===== src/rtl/hsr_pkg.sv =====
package hsr_pkg;

   // One pipeline slot of the regenerated sync: leading-cycle marker plus level.
   typedef struct packed {
      logic lead;
      logic on;
   } hsr_evt_t;

   localparam hsr_evt_t HSR_EVT_IDLE = '{lead: 1'b0, on: 1'b0};

endpackage


===== src/rtl/hsr_sync.sv =====
module hsr_sync #(
   parameter int STAGES = 2
) (
   input  logic clk,
   input  logic rst_n,
   input  logic d,
   output logic q
);

   generate
      if (STAGES < 1) begin : g_bad
         $error("hsr_sync: STAGES must be at least 1");
      end

      if (STAGES == 1) begin : g_one
         logic r;
         always_ff @(posedge clk) begin
            if (!rst_n) r <= 1'b0;
            else        r <= d;
         end
         assign q = r;
      end else begin : g_chain
         logic [STAGES-1:0] sr;
         always_ff @(posedge clk) begin
            if (!rst_n) sr <= '0;
            else        sr <= {sr[STAGES-2:0], d};
         end
         assign q = sr[STAGES-1];
      end
   endgenerate

endmodule


===== src/rtl/hsr_edge.sv =====
module hsr_edge (
   input  logic clk,
   input  logic rst_n,
   input  logic lvl,
   input  logic in_pol,
   output logic lead
);

   logic prev;

   always_ff @(posedge clk) begin
      if (!rst_n) prev <= 1'b0;
      else        prev <= lvl;
   end

   // Active edge: the level has just reached the sense selected by in_pol.
   assign lead = (lvl == in_pol) && (prev != in_pol);

   // the opposite transition never makes a second leading cycle right behind the first
   assert_single_lead_R4: assert property (@(posedge clk) disable iff (!rst_n)
      lead |=> !lead);

endmodule


===== src/rtl/hsr_pulse.sv =====
module hsr_pulse
   import hsr_pkg::*;
#(
   parameter int W_BITS = 8
) (
   input  logic              clk,
   input  logic              rst_n,
   input  logic              lead_in,
   input  logic [W_BITS-1:0] width,
   output hsr_evt_t          evt
);

   localparam logic [W_BITS-1:0] MIN_W = W_BITS'(1);

   logic [W_BITS-1:0] cnt;
   logic [W_BITS-1:0] eff_w;
   logic              lead_q;

   generate
      if (W_BITS < 1) begin : g_bad
         $error("hsr_pulse: W_BITS must be at least 1");
      end
   endgenerate

   assign eff_w = (width == '0) ? MIN_W : width;

   always_ff @(posedge clk) begin
      if (!rst_n) begin
         cnt    <= '0;
         lead_q <= 1'b0;
      end else begin
         lead_q <= lead_in;
         if (lead_in)          cnt <= eff_w;
         else if (cnt != '0)   cnt <= cnt - MIN_W;
      end
   end

   assign evt.lead = lead_q;
   assign evt.on   = (cnt != '0);

   // every accepted edge produces an active cycle next clock
   assert_edge_starts_pulse_R5: assert property (@(posedge clk) disable iff (!rst_n)
      lead_in |=> evt.on);

   // a zero width lasts one clock unless a fresh edge restarts it
   assert_zero_width_one_clk_R6: assert property (@(posedge clk) disable iff (!rst_n)
      (lead_in && width == '0) |=> (evt.on ##1 (!evt.on || $past(lead_in))));

endmodule


===== src/rtl/hsr_align.sv =====
module hsr_align
   import hsr_pkg::*;
#(
   parameter int DEPTH = 4
) (
   input  logic     clk,
   input  logic     rst_n,
   input  hsr_evt_t evt_in,
   output hsr_evt_t evt_out
);

   generate
      if (DEPTH < 0) begin : g_bad
         $error("hsr_align: DEPTH must not be negative");
      end

      if (DEPTH == 0) begin : g_pass
         assign evt_out = evt_in;
      end else begin : g_pipe
         hsr_evt_t pipe [DEPTH];

         always_ff @(posedge clk) begin
            if (!rst_n) begin
               for (int i = 0; i < DEPTH; i++) pipe[i] <= HSR_EVT_IDLE;
            end else begin
               pipe[0] <= evt_in;
               for (int i = 1; i < DEPTH; i++) pipe[i] <= pipe[i-1];
            end
         end

         assign evt_out = pipe[DEPTH-1];

         // every slot advances unchanged by exactly one clock per stage
         assert_first_stage_R8: assert property (@(posedge clk) disable iff (!rst_n)
            pipe[0] == $past(evt_in));

         for (genvar k = 1; k < DEPTH; k++) begin : g_chk
            assert_stage_shift_R8: assert property (@(posedge clk) disable iff (!rst_n)
               pipe[k] == $past(pipe[k-1]));
         end
      end
   endgenerate

endmodule


===== src/rtl/hsync_regen.sv =====
module hsync_regen
   import hsr_pkg::*;
#(
   parameter int W_BITS      = 8,
   parameter int SYNC_STAGES = 2,
   parameter int ALIGN_DELAY = 4
) (
   input  logic              clk,
   input  logic              rst_n,
   input  logic              sync_raw,
   input  logic              cfg_in_pol,
   input  logic              cfg_out_pol,
   input  logic [W_BITS-1:0] cfg_width,
   output logic              sync_out,
   output logic              lead_strobe
);

   logic     lvl_s;
   logic     lead_c;
   hsr_evt_t evt_gen;
   hsr_evt_t evt_dly;

   hsr_sync #(.STAGES(SYNC_STAGES)) u_sync (
      .clk   (clk),
      .rst_n (rst_n),
      .d     (sync_raw),
      .q     (lvl_s)
   );

   hsr_edge u_edge (
      .clk    (clk),
      .rst_n  (rst_n),
      .lvl    (lvl_s),
      .in_pol (cfg_in_pol),
      .lead   (lead_c)
   );

   hsr_pulse #(.W_BITS(W_BITS)) u_pulse (
      .clk     (clk),
      .rst_n   (rst_n),
      .lead_in (lead_c),
      .width   (cfg_width),
      .evt     (evt_gen)
   );

   hsr_align #(.DEPTH(ALIGN_DELAY)) u_align (
      .clk     (clk),
      .rst_n   (rst_n),
      .evt_in  (evt_gen),
      .evt_out (evt_dly)
   );

   assign sync_out    = evt_dly.on ? cfg_out_pol : ~cfg_out_pol;
   assign lead_strobe = evt_dly.lead;

   // the strobe always coincides with an active output cycle
   assert_strobe_on_active_R10: assert property (@(posedge clk) disable iff (!rst_n)
      lead_strobe |-> (sync_out == cfg_out_pol));

   // strobe never lasts two clocks
   assert_strobe_single_R10: assert property (@(posedge clk) disable iff (!rst_n)
      lead_strobe |=> !lead_strobe);

endmodule


===== config.mk =====
export PLATFORM = sky130hd
export DESIGN_NAME = hsync_regen
export DESIGN_NICKNAME = d
export VERILOG_FILES = /design/src/rtl/hsr_pkg.sv /design/src/rtl/hsr_sync.sv /design/src/rtl/hsr_edge.sv /design/src/rtl/hsr_pulse.sv /design/src/rtl/hsr_align.sv /design/src/rtl/hsync_regen.sv
export SDC_FILE = /design/constraint.sdc
export NUM_CORES = 1
export LEC_CHECK = 0
export BUFFER_PORTS_ARGS = -buffer_cell sky130_fd_sc_hd__buf_2
export CORE_ASPECT_RATIO = 0.9
export CORE_MARGIN = 1.5
export CORE_UTILIZATION = 52
export DETAILED_ROUTE_END_ITERATION = 12
export GPL_ROUTABILITY_DRIVEN = 1
export PLACE_DENSITY = 0.75
export SETUP_SLACK_MARGIN = 0.2
export SLEW_MARGIN = 20
export SYNTH_ARGS = -nofsm -noshare
export SYNTH_HDL_FRONTEND = slang
export SYNTH_SLANG_ARGS = --single-unit

===== constraint.sdc =====
create_clock -name clk -period 2.25 [get_ports clk]
set_input_delay 0.45 -clock clk [delete_from_list [all_inputs] [get_ports clk]]
set_output_delay 0.45 -clock clk [all_outputs]
set_load 0.02 [all_outputs]

==> flow_summary.ini <==
[cts]
cts_buffers = 3
cts_hold_buf = 0
cts_tree = yes
clock_sinks = 20
clockRootBuffer = clkbuf_4
h-tree-depth = 1
insertion_delay_ps = 290
cts_setup_buffers = 0
clk_pin_slew_worst_paths_ps = 100
clockBufferDepth = 2

[power]
p_per_area_nw_per_um2 = 1160
p_leak_nw = 0.420
finalPower_w = 0.00110
ir_worst_vdd_mv = 0.589

[sta]
tns_ps = 0
setup_viol = 0
hold_ws_ps = 358
finalCritPeriodShare_pct = 85.4
skew_ps = 4.66
rsz0062_at_grt = false
post-route-min-period_ps = 1920
hold_viol = 0
fmax_ghz = 0.521
final_max_slew_viol_count = 0
tightestPinTransition_ps = 297
relSlewSlack_pct = 80.0

[yosys]
syn_inst = 89
synth-seq-cells = 20
syn_nets = 104
ys_types = 29
synthesis.area_um2 = 841
avgSynthCellArea_um2 = 9.45
yosysWarnings = 0
seq_area_frac_synth_pct = 47.6

[grt]
grt_pass1_vias = 615
grt_overflow = 0
grt_pass1_wl_um = 2460
grt_max_degree = 18
antenna_found_initial = 0
grtUsageTotal_pct = 19.5

[final_layout]
areaGrowthSynthToFinish_pct = 13.2
antennaDiodeCount = 0
nets = 121
design_area_um2 = 952
drive_above_1_share_pct = 22.1
postLayoutCoreUtil_pct = 64.3

[floorplanning]
die_h_um = 41.1
core_um2 = 1480
io_pins = 15
start_util_pct = 56.8
die_area_um2 = 1870
die_w_um = 45.4
num_rows = 13

[drt]
firstDrtPassIters = 4
drt-total-wl_um = 1460
drtAntennaViolNets = 0
viasPerCell = 5.33
drc = 0
routedWlPerCell_um = 11.6
vias = 672
first_iter_violations = 12

[placed_design]
post-dp-hpwl_um = 1060
portBuffers = 14
gp_congestion = 0.890
placed_area_um2 = 927

[setup_path]
critPathArrivalTime_ps = 2150
crit_type = reg -> reg
crit_fanout = 7
startpoint_type = flip-flop
required_ps = 2480
crit_path_end_kind = flip-flop

[min_path]
min_path_type = in -> reg

[job]
maxCapViolations = 0

[status]
outcome = complete, no violations
registers in the layout (all words and copies together), names as in the netlist:
signal	cells
u_align.g_pipe.pipe	8
u_edge.prev	1
u_pulse.cnt	8
u_pulse.lead_q	1
u_sync.g_chain.sr	2
cells by family after synthesis:
logic type	Yosys count	share of synthesized area (%)
AO/OA/AOI/OAI	14	10.1
XOR/XNOR	6	6.25
adder cells (fa/ha/maj)	2	2.98
buffers and inverters	6	3.57
flip-flops	20	47.6
multiplexers	1	1.19
AND/OR/NAND/NOR	40	28.3
where the power goes:
group          total [W]  switching [W]  internal (W)
Clock           0.000161      0.0000983     0.0000623
Combinational   0.000442       0.000210      0.000232
Sequential      0.000499      0.0000717      0.000428
cell type report:
class                   count  area (µm²)
clock buffers               3        22.5
fillers                   131         528
inverters                   3        11.3
multi-input cells          63         413
flip-flops and latches     20         400
well taps                  22        27.5
repair buffers             15        77.6
cell usage in the layout, fill, tap and decap left out, drive strengths merged:
cell / Yosys / layout
and2: 11 / 11
and3b: 1 / 1
or4: 1 / 1
mux2i: 1 / 1
nor4: 2 / 2
inv: 3 / 3
clkbuf: 2 / 3
a21oi: 7 / 7
dfxtp: 20 / 20
xor2: 4 / 4
o31ai: 1 / 1
nand2: 7 / 7
nor3b: 1 / 1
or3b: 1 / 1
a31oi: 1 / 1
ha: 2 / 2
xnor2: 2 / 2
nor2: 5 / 5
buf: 1 / 15
nand3: 6 / 6
o21ai: 3 / 3
or2b: 1 / 1
nor3: 3 / 3
a21o: 1 / 1
a221o: 1 / 1
nand4b: 1 / 1
path summary, 6_finish.rpt:
check,end,cells past startpoint,start,slack (ps)
max,u_pulse.cnt[1],6,u_pulse.cnt[0],330
min,u_sync.g_chain.sr[0],2,sync_raw,360
max reg2reg,u_pulse.cnt[1],6,u_pulse.cnt[0],330
min reg2reg,u_align.g_pipe.pipe[1][1],1,u_align.g_pipe.pipe[0][1],440
stage by stage:
| stage | setup WS (ps) | instances |
|---|---|---|
| 2_1_floorplan | 383 | 89 |
| 3_5_place_dp | 291 | 123 |
| 3_3_place_gp | 350 | 123 |
| 6_report | 329 | 126 |
| 5_1_grt | 259 | 126 |
| 4_1_cts | 263 | 126 |
routing by layer:
metal	global-route usage [%]	part of all wire, %	vias to the layer above
met2	32.0	45	28
met5	0	0	-
li1	-	-	333
met1	22.8	46	309
met3	8.37	8.2	2
met4	7.35	1.2	0
critical path: stages, from the launching register on:
cell	delay, ps
dfxtp_1	360
inv_1	90
ha_1	150
or2b_2	320
or3b_4	450
a221o_1	380
a21oi_2	110
Yosys cell counts, drive strengths merged:
cell type | n | area [µm²]
a21o | 1 | 7.51
a21oi | 7 | 38.8
a221o | 1 | 10.0
a31oi | 1 | 6.26
and2 | 11 | 70.1
and3b | 1 | 8.76
buf | 1 | 11.3
clkbuf | 2 | 7.51
dfxtp | 20 | 400
ha | 2 | 25.0
inv | 3 | 11.3
mux2i | 1 | 10.0
nand2 | 7 | 26.3
nand3 | 6 | 30.0
nand4b | 1 | 8.76
nor2 | 5 | 18.8
nor3 | 3 | 15.0
nor3b | 1 | 7.51
nor4 | 2 | 27.5
o21ai | 3 | 15.0
o31ai | 1 | 7.51
or2b | 1 | 8.76
or3b | 1 | 8.76
or4 | 1 | 7.51
xnor2 | 2 | 17.5
xor2 | 4 | 35.0
what timing repair did:
action,4_1_cts,5_1_grt
endpoints found under the hold margin,0,0
gates resized for setup,0,1
setup endpoints to repair,0,1
Note: power is estimated with default switching activity, not from simulation.
